[src/rtl/ea_pkg.sv]
package ea_pkg;

    localparam int EA_DW = 8;
    localparam int EA_AW = 2 * EA_DW;
    localparam int EA_MW = 3;

    typedef enum logic [EA_MW-1:0] {
        AM_IMM = 3'd0,
        AM_ZPG = 3'd1,
        AM_ZPX = 3'd2,
        AM_ABS = 3'd3,
        AM_ABX = 3'd4,
        AM_ABY = 3'd5,
        AM_INX = 3'd6,
        AM_INY = 3'd7
    } am_e;

    typedef enum logic [3:0] {
        ST_IDLE,
        ST_OP0_REQ,
        ST_OP0_CAP,
        ST_OP1_REQ,
        ST_OP1_CAP,
        ST_PL_REQ,
        ST_PL_CAP,
        ST_PH_REQ,
        ST_PH_CAP,
        ST_DAT_REQ,
        ST_DAT_CAP,
        ST_DONE
    } st_e;

    // values frozen when a sequence is accepted
    typedef struct packed {
        am_e              mode;
        logic [EA_DW-1:0] xi;
        logic [EA_DW-1:0] yi;
        logic [EA_AW-1:0] pc0;
    } ea_ctx_t;

    // bytes gathered from memory during a sequence
    typedef struct packed {
        logic [EA_DW-1:0] op0;
        logic [EA_DW-1:0] op1;
        logic [EA_DW-1:0] plo;
        logic [EA_DW-1:0] phi;
        logic [EA_DW-1:0] dat;
    } ea_bytes_t;

    function automatic logic mode_abs(am_e m);
        return (m == AM_ABS) || (m == AM_ABX) || (m == AM_ABY);
    endfunction

    function automatic logic mode_ptr(am_e m);
        return (m == AM_INX) || (m == AM_INY);
    endfunction

    function automatic logic mode_pre_x(am_e m);
        return (m == AM_ZPX) || (m == AM_INX);
    endfunction

    // index added after the base address has been formed
    function automatic logic [EA_DW-1:0] post_index(am_e m, logic [EA_DW-1:0] x,
                                                    logic [EA_DW-1:0] y);
        logic [EA_DW-1:0] r;
        case (m)
            AM_ABX:          r = x;
            AM_ABY, AM_INY:  r = y;
            default:         r = '0;
        endcase
        return r;
    endfunction

    function automatic logic is_req(st_e s);
        return (s == ST_OP0_REQ) || (s == ST_OP1_REQ) || (s == ST_PL_REQ) ||
               (s == ST_PH_REQ) || (s == ST_DAT_REQ);
    endfunction

endpackage

[src/rtl/ea_ctrl.sv]
module ea_ctrl
    import ea_pkg::*;
(
    input  logic clk,
    input  logic rst,
    input  logic start,
    input  am_e  mode_q,
    output st_e  state,
    output logic accept
);

    st_e nxt;

    always_comb accept = start && (state == ST_IDLE);

    always_comb begin
        nxt = state;
        case (state)
            ST_IDLE:    if (start) nxt = ST_OP0_REQ;
            ST_OP0_REQ: nxt = ST_OP0_CAP;
            ST_OP0_CAP: begin
                if (mode_q == AM_IMM)      nxt = ST_DONE;
                else if (mode_abs(mode_q)) nxt = ST_OP1_REQ;
                else if (mode_ptr(mode_q)) nxt = ST_PL_REQ;
                else                       nxt = ST_DAT_REQ;
            end
            ST_OP1_REQ: nxt = ST_OP1_CAP;
            ST_OP1_CAP: nxt = ST_DAT_REQ;
            ST_PL_REQ:  nxt = ST_PL_CAP;
            ST_PL_CAP:  nxt = ST_PH_REQ;
            ST_PH_REQ:  nxt = ST_PH_CAP;
            ST_PH_CAP:  nxt = ST_DAT_REQ;
            ST_DAT_REQ: nxt = ST_DAT_CAP;
            ST_DAT_CAP: nxt = ST_DONE;
            ST_DONE:    nxt = ST_IDLE;
            default:    nxt = ST_IDLE;
        endcase
    end

    always_ff @(posedge clk) begin
        if (rst) state <= ST_IDLE;
        else     state <= nxt;
    end


    busy_start_ignored_chk: assert property (@(posedge clk) disable iff (rst)
        (start && state != ST_IDLE) |=> (state != ST_OP0_REQ));


    imm_no_data_chk: assert property (@(posedge clk) disable iff (rst)
        (state == ST_DAT_REQ) |-> (mode_q != AM_IMM));

endmodule

[src/rtl/ea_capture.sv]
module ea_capture
    import ea_pkg::*;
(
    input  logic             clk,
    input  logic             rst,
    input  logic             accept,
    input  st_e              state,
    input  logic [EA_MW-1:0] mode_in,
    input  logic [EA_AW-1:0] pc_in,
    input  logic [EA_DW-1:0] x_in,
    input  logic [EA_DW-1:0] y_in,
    input  logic [EA_DW-1:0] mem_rdata,
    output ea_ctx_t          ctx,
    output ea_bytes_t        bytes_q,
    output logic [EA_AW-1:0] pc_q
);

    always_ff @(posedge clk) begin
        if (rst) begin
            ctx     <= '0;
            bytes_q <= '0;
            pc_q    <= '0;
        end else begin
            if (accept) begin
                ctx.mode <= am_e'(mode_in);
                ctx.xi   <= x_in;
                ctx.yi   <= y_in;
                ctx.pc0  <= pc_in;
                pc_q     <= pc_in;
            end
            case (state)
                ST_OP0_CAP: begin
                    bytes_q.op0 <= mem_rdata;
                    pc_q        <= pc_q + EA_AW'(1);
                end
                ST_OP1_CAP: begin
                    bytes_q.op1 <= mem_rdata;
                    pc_q        <= pc_q + EA_AW'(1);
                end
                ST_PL_CAP:  bytes_q.plo <= mem_rdata;
                ST_PH_CAP:  bytes_q.phi <= mem_rdata;
                ST_DAT_CAP: bytes_q.dat <= mem_rdata;
                default: ;
            endcase
        end
    end

endmodule

[src/rtl/ea_addr.sv]
module ea_addr
    import ea_pkg::*;
(
    input  logic             clk,
    input  logic             rst,
    input  st_e              state,
    input  ea_ctx_t          ctx,
    input  logic [EA_AW-1:0] pc_q,
    input  logic [EA_DW-1:0] op0,
    input  logic [EA_DW-1:0] op1,
    input  logic [EA_DW-1:0] plo,
    input  logic [EA_DW-1:0] phi,
    output logic             mem_rd,
    output logic [EA_AW-1:0] mem_addr,
    output logic [EA_AW-1:0] eff_addr
);

    localparam int HI_W = EA_AW - EA_DW;

    logic [EA_DW-1:0] zp_idx;
    logic [EA_DW-1:0] zp_next;
    logic [EA_AW-1:0] base;

    always_comb begin
        // page-zero sums stay inside EA_DW bits
        zp_idx  = op0 + (mode_pre_x(ctx.mode) ? ctx.xi : '0);
        zp_next = zp_idx + EA_DW'(1);

        if (ctx.mode == AM_IMM)      base = ctx.pc0;
        else if (mode_abs(ctx.mode)) base = {op1, op0};
        else if (mode_ptr(ctx.mode)) base = {phi, plo};
        else                         base = {{HI_W{1'b0}}, zp_idx};

        eff_addr = base + {{HI_W{1'b0}}, post_index(ctx.mode, ctx.xi, ctx.yi)};
    end

    always_comb begin
        mem_rd = is_req(state);
        case (state)
            ST_OP0_REQ, ST_OP1_REQ: mem_addr = pc_q;
            ST_PL_REQ:              mem_addr = {{HI_W{1'b0}}, zp_idx};
            ST_PH_REQ:              mem_addr = {{HI_W{1'b0}}, zp_next};
            ST_DAT_REQ:             mem_addr = eff_addr;
            default:                mem_addr = '0;
        endcase
    end


    ptr_adjacent_chk: assert property (@(posedge clk) disable iff (rst)
        (state == ST_PH_REQ) |->
        (mem_addr[EA_AW-1:EA_DW] == '0 &&
         mem_addr[EA_DW-1:0] == $past(mem_addr[EA_DW-1:0], 2) + EA_DW'(1)));


    abs_hi_follow_chk: assert property (@(posedge clk) disable iff (rst)
        (state == ST_OP1_REQ) |-> (mem_addr == $past(mem_addr, 2) + EA_AW'(1)));

endmodule

[src/rtl/ea_sequencer.sv]
module ea_sequencer
    import ea_pkg::*;
(
    input  logic             clk,
    input  logic             rst,
    input  logic             start,
    input  logic [EA_MW-1:0] mode,
    input  logic [EA_AW-1:0] pc_in,
    input  logic [EA_DW-1:0] x_in,
    input  logic [EA_DW-1:0] y_in,
    output logic             mem_rd,
    output logic [EA_AW-1:0] mem_addr,
    input  logic [EA_DW-1:0] mem_rdata,
    output logic             busy,
    output logic             done,
    output logic [EA_DW-1:0] operand,
    output logic [EA_AW-1:0] eff_addr,
    output logic [EA_AW-1:0] pc_out
);

    st_e              state;
    logic             accept;
    ea_ctx_t          ctx;
    ea_bytes_t        bytes_q;
    logic [EA_AW-1:0] pc_q;

    ea_ctrl u_ctrl (
        .clk    (clk),
        .rst    (rst),
        .start  (start),
        .mode_q (ctx.mode),
        .state  (state),
        .accept (accept)
    );

    ea_capture u_cap (
        .clk       (clk),
        .rst       (rst),
        .accept    (accept),
        .state     (state),
        .mode_in   (mode),
        .pc_in     (pc_in),
        .x_in      (x_in),
        .y_in      (y_in),
        .mem_rdata (mem_rdata),
        .ctx       (ctx),
        .bytes_q   (bytes_q),
        .pc_q      (pc_q)
    );

    ea_addr u_addr (
        .clk      (clk),
        .rst      (rst),
        .state    (state),
        .ctx      (ctx),
        .pc_q     (pc_q),
        .op0      (bytes_q.op0),
        .op1      (bytes_q.op1),
        .plo      (bytes_q.plo),
        .phi      (bytes_q.phi),
        .mem_rd   (mem_rd),
        .mem_addr (mem_addr),
        .eff_addr (eff_addr)
    );

    always_comb begin
        busy    = (state != ST_IDLE);
        done    = (state == ST_DONE);
        operand = (ctx.mode == AM_IMM) ? bytes_q.op0 : bytes_q.dat;
        pc_out  = pc_q;
    end


    done_pulse_chk: assert property (@(posedge clk) disable iff (rst)
        done |=> !done);


    rd_single_chk: assert property (@(posedge clk) disable iff (rst)
        mem_rd |=> !mem_rd);


    idle_quiet_chk: assert property (@(posedge clk) disable iff (rst)
        !busy |-> (!mem_rd && !done));

endmodule

[config.mk]
export PLATFORM = sky130hd
export DESIGN_NAME = ea_sequencer
export DESIGN_NICKNAME = d
export VERILOG_FILES = /design/src/rtl/ea_pkg.sv /design/src/rtl/ea_ctrl.sv /design/src/rtl/ea_capture.sv /design/src/rtl/ea_addr.sv /design/src/rtl/ea_sequencer.sv
export SDC_FILE = /design/constraint.sdc
export NUM_CORES = 1
export LEC_CHECK = 0
export BUFFER_PORTS_ARGS = -buffer_cell sky130_fd_sc_hd__buf_2
export CAP_MARGIN = 15
export CORE_AREA = 2 2 155 157
export CTS_BUF_LIST = sky130_fd_sc_hd__clkbuf_16
export DETAILED_ROUTE_END_ITERATION = 6
export DIE_AREA = 0 0 157 159
export GPL_TIMING_DRIVEN = 1
export PLACE_DENSITY = 0.51
export SYNTH_ARGS = -nofsm -noshare
export SYNTH_HDL_FRONTEND = slang
export SYNTH_SLANG_ARGS = --single-unit
[constraint.sdc]
create_clock -name clk -period 16.5 [get_ports clk]
set_clock_uncertainty 0.2 [all_clocks]
set_input_delay 3.3 -clock clk [delete_from_list [all_inputs] [get_ports clk]]
set_output_delay 3.3 -clock clk [all_outputs]
set_load 0.02 [all_outputs]
==> impl_metrics.yaml, run 1 <==
run_status:
  status: "completed"
place:
  io_buffers: 104
  placement.setup.worst_slack_ps: 7502
  gp_routability_congestion: 0.8837
  hpwlAfterDp_mm: 15.37
clocking:
  clock_tree_from_tritoncts: "done"
  cts-resized-gates: 0
  cts_hold_repair.buffers: 0
  htree_levels: 3
  clockBufferDepth: 2
  worst_setup_hold_path_clk_slew_ps: 70
  clock_insertion_delay_at_the_later_pin_of_the_skew_report_ps: 350
  clock-root-buffer: "clkbuf_16"
  clock_sink_count: 95
  cts-buffers-inserted: 9
  post-cts-setup-buffer-count: 0
sta:
  maxSlewViolCount: 0
  worst_slew_pin_slew_ps: 1133
  clock.fmax_ghz: 0.1053
  post-route-min-period_ps: 9497
  setup_total_negative_slack_ps: 0
  final_count_of_hold_timing_violations: 0
  max_slew_margin: 0.2419
  setup_viol: 0
  postLayoutSetupSlackWorst_ps: 7003
  rsz_0062_raised_after_global_routing: "false"
  layout_worst_path_cycle_share: 0.5756
synth:
  postSynthCellCount: 775
  synth_warnings: 0
  synth_edf_count: 0
  netlist_top_cells_area: "dfxtp_1, nand2_1, a21oi_1"
  yosysTopAreaCellShare: 0.3314
  synth_fp_nets: 841
  synth_seq_cells: 95
  sequential_share_of_the_synthesized_area: 0.3314
  synthArstFlopShare: 0
  ys_dominant_reg_cell: "dfxtp_1"
  post_synth_instance_area_um2: 5739
  netlist.top_cell.by_area: "dfxtp_1"
  syn-mean-instance-area_um2: 7.405
  post_synth_num_cell_types: 60
setup_path:
  cp-endpoint: "mem_addr[9]"
  timing.critical_path.fanout_max: 26
  worstPathRequired_ps: 13000
  setup.worst_path.class: "reg2out"
  crit_start: "u_cap.ctx[32]$_SDFFE_PP0P_"
  regToRegStartpoint: "u_cap.ctx[34]$_SDFFE_PP0P_"
  regToRegEndpoint: "u_ctrl.state[2]$_SDFFE_PP0P_"
  critPathCaptureType: "primary output"
  reg2regPathDepth: 5
  start_kind: "flip-flop"
  worstPathArrival_ps: 6000
  worst-r2r-setup-slack_ps: 13800
die:
  num_rows: 56
  die_width_um: 157
  design.die.area_um2: 24960
  floorplan.die.height_um: 159
  core-area_um2: 23190
  floorplan.initialDensity: 0.2475
  io_pins: 105
drt:
  drt-total-wl_mm: 20.46
  drt.antenna.violating_nets: 0
  detail_route.iter0.violations: 427
  vias: 5869
  drt-vias-per-instance: 4.991
  wl_per_cell_um: 17.40
  drc: 0
  first_pass_iters: 5
grt:
  grt.overflow.total: 0
  wire_length_of_the_first_global_routing_pass_mm: 31.28
  vias_in_the_first_global_route: 5533
  antenna_violations_before_repair: 1
  grt_start_max_net_pins: 93
  grt_usage: 0.1616
power:
  p_per_area_nw_per_um2: 98.56
  switching_power_w: 0.0002272
  vdd.ir_drop.worst_mv: 0.04237
  total_leakage_power_nw: 2.669
  internal-power_w: 0.0004487
  power.clock.fraction: 0.357
  proportion_of_power_drawn_by_flip_flops_and_latches: 0.397
  pwr-share-comb: 0.246
  sw_frac_of_total: 0.3361
final_layout:
  post_route_cells_drive_above_1_share: 0.1715
  nets_final: 918
  final_core_utilization: 0.2957
  syn_to_final_growth_pct: 19.49
  fillers: 2551
  antennaDiodeCount: 0
worst_hold_path:
  hold_class: "reg2reg"
flow_run:
  maxCapViolCount: 0
==> worst min-delay path by stage <==
stage / startpoint / endpoint / cells after the start / slack, ps
6_report: u_cap.bytes_q[2]$_SDFFE_PP0P_ / u_cap.bytes_q[2]$_SDFFE_PP0P_ / 2 / 250
5_1_grt: u_cap.bytes_q[3]$_SDFFE_PP0P_ / u_cap.bytes_q[3]$_SDFFE_PP0P_ / 2 / 270
4_1_cts: u_cap.bytes_q[5]$_SDFFE_PP0P_ / u_cap.bytes_q[5]$_SDFFE_PP0P_ / 2 / 250
3_5_place_dp: u_cap.bytes_q[5]$_SDFFE_PP0P_ / u_cap.bytes_q[5]$_SDFFE_PP0P_ / 2 / 240
3_3_place_gp: u_cap.bytes_q[0]$_SDFFE_PP0P_ / u_cap.bytes_q[0]$_SDFFE_PP0P_ / 2 / 240
2_1_floorplan: u_cap.ctx[0]$_SDFFE_PP0P_ / u_cap.ctx[0]$_SDFFE_PP0P_ / 2 / 230
==> worst max-delay path, cell delays in order, from the launching register on <==
cell,delay [ps]
dfxtp_1,930
nor2b_1,430
and2_1,290
ha_1,220
fa_1,440
a211oi_1,280
or4_1,160
nand4_1,180
o21ai_0,130
a21oi_1,90
a211o_1,300
ha_1,310
a21oi_1,190
nand2_1,70
a221oi_1,930
nor2_1,120
xnor2_1,250
a22o_1,160
buf_2,160
==> through the flow <==
step	area [um2]	hold WS, ps	power (W)	cells
floorplan	5739	231.5	0.0003804	775
global placement	6520	239.4	0.0004388	1160
detailed placement	6520	244.7	0.0004395	1160
CTS	6858	254.4	0.0006816	1176
global route	6858	273.1	0.0007077	1176
finish	6858	251.8	0.0006759	1176
==> power groups by stage <==
| stage | combinational, W | clock (W) | sequential, W |
|---|---|---|---|
| floorplan | 0.000115 | 0 | 0.000266 |
| global placement | 0.000165 | 0 | 0.000274 |
| detailed placement | 0.000166 | 0 | 0.000274 |
| CTS | 0.000166 | 0.000247 | 0.000269 |
| global route | 0.000182 | 0.000255 | 0.000271 |
| finish | 0.000166 | 0.000241 | 0.000269 |
==> metal layers <==
metal	part of all wire	GRT usage	vias to the layer above
li1	-	-	2899
met1	0.47	0.2226	2802
met2	0.47	0.2598	146
met3	0.044	0.02803	20
met4	0.014	0.04337	2
met5	0.00034	0	-
==> sequential cells by signal, summed over array words and instances, names as in the netlist <==
register       count
u_cap.bytes_q     40
u_ctrl.state       4
u_cap.ctx         35
u_cap.pc_q        16
==> cells in the mapped netlist (4+ instances only) <==
cell,n
a211oi_1,5
a21oi_1,98
a221o_1,15
a221oi_1,7
a22o_1,9
a22oi_1,13
a31oi_1,6
and2_1,12
and3_1,4
buf_2,9
clkbuf_1,31
dfxtp_1,95
ha_1,18
inv_1,13
mux2_2,11
mux2i_1,4
nand2_1,198
nand2b_1,7
nand3_1,10
nand4_1,11
nor2_1,55
nor2b_1,9
nor3_1,12
nor3b_1,7
o211ai_1,6
o21a_1,4
o21ai_0,21
o221ai_1,5
o22ai_1,5
o31ai_1,5
or3_1,4
xnor2_1,18
xor2_1,7
==> final cells by class <==
class	count	area (um2)	area share
sequential	95	1902	0.2773
tap	319	399.1	0.05820
clock inverter	7	112.6	0.01642
multi-input combinational	622	3597	0.5245
clock buffer	9	225.2	0.03284
timing repair buffer	111	573.1	0.08356
inverter	13	48.80	0.007115
==> kinds of logic after synthesis <==
kind of cell,synth area share
buffers and inverters,0.04186
XOR/XNOR,0.03815
AO/OA/AOI/OAI,0.2400
multiplexers,0.02856
adder cells (fa/ha/maj),0.04622
AND/OR/NAND/NOR,0.2738
flip-flops,0.3314
==> placed cells by master, fill, tap and decap left out, types with 4 or more instances in the layout <==
master and instances:
nor2_1 55, nand2b_1 7, buf_4 7, nand4_1 11
nor3b_1 7, o22ai_1 5, o31ai_1 5, nor2b_1 9
o21ai_0 21, xor2_1 7, nor3_1 12, and2_1 12
a211oi_1 5, a221oi_1 7, o221ai_1 5, nand3_1 10
mux2_2 11, a22o_1 9, a22oi_1 13, o211ai_1 6
mux2i_1 4, buf_2 104, o21a_1 4, clkbuf_16 9
or3_1 4, xnor2_1 18, inv_1 14, ha_1 18
a21oi_1 98, nand2_1 198, a31oi_1 6, dfxtp_1 95
a221o_1 15, and3_1 4
No activity file was read; power rests on OpenSTA's default activity.
==> run 2: changes to the inputs <==
clock period = 9.2 ns   (was 16.5 ns; I/O delays follow)
==> run 2 against run 1 <==
  * Clock-buffer cell count stayed put
  * First-iteration DRC count is 8.0% higher
  * Largest cell class unchanged
  * Utilization is 0.24 points lower
  * Sequential power is 78% higher
  * Critical path type unchanged
  * Cell count stayed put
  * Sequential cell count stayed put
  * Setup slack worse by 5600 ps
  * Largest power group unchanged
  * Non-clock buffer count is 1 higher
  * Critical path depth is 1 higher
==> impl_metrics.yaml, run 2 (synthesized netlist as in run 1, its figures left out) <==
run_status:
  status: "completed"
setup_path:
  worst-path-buf-inv: 2
  start_kind: "flip-flop"
  worstPathRequired_ps: 7160
  worstPathArrival_ps: 5730
  reg2regPathDepth: 6
  crit_slowest_cell: "a221oi_1"
  regToRegStartpoint: "u_ctrl.state[1]$_SDFFE_PP0P_"
  setup.worst_path.class: "reg2out"
  cp_cell_sequence: "buf_4, nor2b_1, and2_1, ha_1, fa_1, a211oi_1, or4_1, nand4_1, o21ai_0, a21oi_1, a211o_1, ha_1, a21oi_1, nand2_1, a221oi_1, nor2_1, xnor2_1, a22o_1, buf_2"
  crit_start: "u_cap.ctx[33]$_SDFFE_PP0P_"
  critPathCaptureType: "primary output"
  timing.critical_path.fanout_max: 26
  critPathTopFamily: "simple AND/OR/NAND/NOR gates"
  slowest_delay_ps: 930
  regToRegEndpoint: "u_cap.pc_q[0]$_SDFFE_PP0P_"
  worst-r2r-setup-slack_ps: 6230
place:
  placed_cells: 1160
  hpwlAfterDp_mm: 15.42
  io_buffers: 104
  placement.setup.worst_slack_ps: 1903
  dpl_cell_area_um2: 6520
  gp_routability_congestion: 0.9437
final_layout:
  reg_top3: "u_cap.bytes_q x40, u_cap.ctx x35, u_cap.pc_q x16"
  max_flop_register: "u_cap.bytes_q"
  nets_final: 919
  syn_to_final_growth_pct: 18.51
  layout.cell_area.non_filler_um2: 6802
  antennaDiodeCount: 0
  fillers: 2612
  post_route_cells_drive_above_1_share: 0.1739
  seqCellArea_um2: 1902
  most-common-layout-cells: "nand2_1, buf_2, a21oi_1, dfxtp_1, nor2_1"
  largest_register_ff_count: 40
  final_cell_count_no_fill: 1176
  multi_input_comb_area_um2: 3597
  mostFrequentLayoutCell: "nand2_1"
grt:
  antenna_violations_before_repair: 0
  gr-usage-met1: 0.2191
  grt.overflow.total: 0
  global_route.peak_usage_layer: "met2"
  grt_usage: 0.1636
  vias_in_the_first_global_route: 5555
  grt_start_max_net_pins: 92
  global_route.usage.met2: 0.2636
  wire_length_of_the_first_global_routing_pass_mm: 31.51
  global_route.usage.met3: 0.02640
drt:
  detail_route.iter0.violations: 461
  wl_per_cell_um: 17.38
  first_pass_iters: 5
  drt.antenna.violating_nets: 0
  drt-vias-per-instance: 4.999
  drt-total-wl_mm: 20.44
  drc: 0
  vias: 5879
power:
  total_leakage_power_nw: 2.644
  p_per_area_nw_per_um2: 166.5
  sw_frac_of_total: 0.3599
  internal-power_w: 0.0007249
  fin_total_pwr_w: 0.001133
  vdd.ir_drop.worst_mv: 0.06671
  pwr-share-comb: 0.266
  proportion_of_power_drawn_by_flip_flops_and_latches: 0.422
  switching_power_w: 0.0004076
  power.clock.fraction: 0.313
clocking:
  clock_insertion_delay_at_the_later_pin_of_the_skew_report_ps: 350
  worst_setup_hold_path_clk_slew_ps: 70
  clock_sink_count: 95
  cts-resized-gates: 0
  clock_tree_from_tritoncts: "done"
  htree_levels: 3
  cts-buffers-inserted: 9
  clock-root-buffer: "clkbuf_16"
  clockBufferDepth: 2
  cts_hold_repair.buffers: 0
  post-cts-setup-buffer-count: 0
worst_hold_path:
  min_delay_worst_endpoint: "u_cap.bytes_q[2]$_SDFFE_PP0P_"
  hold_path_startpoint: "u_cap.bytes_q[2]$_SDFFE_PP0P_"
  hold_class: "reg2reg"
  hold_path_depth: 2
sta:
  post-route-min-period_ps: 7766
  layout_worst_path_cycle_share: 0.8441
  rsz_0062_raised_after_global_routing: "false"
  worst_slew_pin_slew_ps: 1112
  postLayoutSetupSlackWorst_ps: 1434
  setup_viol: 0
  setup_total_negative_slack_ps: 0
  final_count_of_hold_timing_violations: 0
  maxSlewViolCount: 0
  max_slew_margin: 0.2562
  clock.fmax_ghz: 0.1288
die:
  core-area_um2: 23190
  floorplan.die.height_um: 159
  die_width_um: 157
  io_pins: 105
  design.die.area_um2: 24960
  num_rows: 56
  floorplan.initialDensity: 0.2475
flow_run:
  maxCapViolCount: 0
## run 2: per-stage QoR
stage	hold WS, ps	utilization
6_report	252.5	0.2933
5_1_grt	268.0	0.2933
4_1_cts	253.8	0.2928
3_5_place_dp	244.4	0.2811
3_3_place_gp	238.7	0.2811
2_1_floorplan	231.5	-
## run 2: layer usage
layer / vias to the layer above / part of all wire / wire length [um]
met5: - / 0 / 0
met4: 0 / 0.027 / 554
met3: 27 / 0.052 / 1059
met2: 173 / 0.47 / 9559
met1: 2778 / 0.45 / 9267
li1: 2901 / - / -
## run 2: worst max-delay path by stage
| stage | endpoint | slack [ps] | depth (start not counted) |
|---|---|---|---|
| 2_1_floorplan | mem_addr[9] | 2640 | 18 |
| 3_3_place_gp | mem_addr[11] | 2050 | 18 |
| 3_5_place_dp | mem_addr[9] | 1900 | 19 |
| 4_1_cts | mem_addr[11] | 1500 | 19 |
| 5_1_grt | mem_addr[9] | 970 | 19 |
| 6_report | mem_addr[9] | 1430 | 19 |
## run 2: power by group through the flow
stage / registers [W] / clock network [W] / logic (W)
4_1_cts: 0.000478 / 0.000366 / 0.000302
6_report: 0.000478 / 0.000354 / 0.000301
5_1_grt: 0.000482 / 0.000381 / 0.000330
3_5_place_dp: 0.000487 / 0 / 0.000300
3_3_place_gp: 0.000487 / 0 / 0.000300
2_1_floorplan: 0.000476 / 0 / 0.000206
## run 2: final cells by class
class,instances,area share
inverter,13,0.007174
multi-input combinational,622,0.5289
clock inverter,6,0.006623
timing repair buffer,112,0.08591
sequential,95,0.2796
clock buffer,9,0.03311
tap,319,0.05868
## run 2: worst min-delay path, cell delays in order (launching register included)
cell	delay, ps
dfxtp_1	310
nand2_1	50
a21oi_1	50
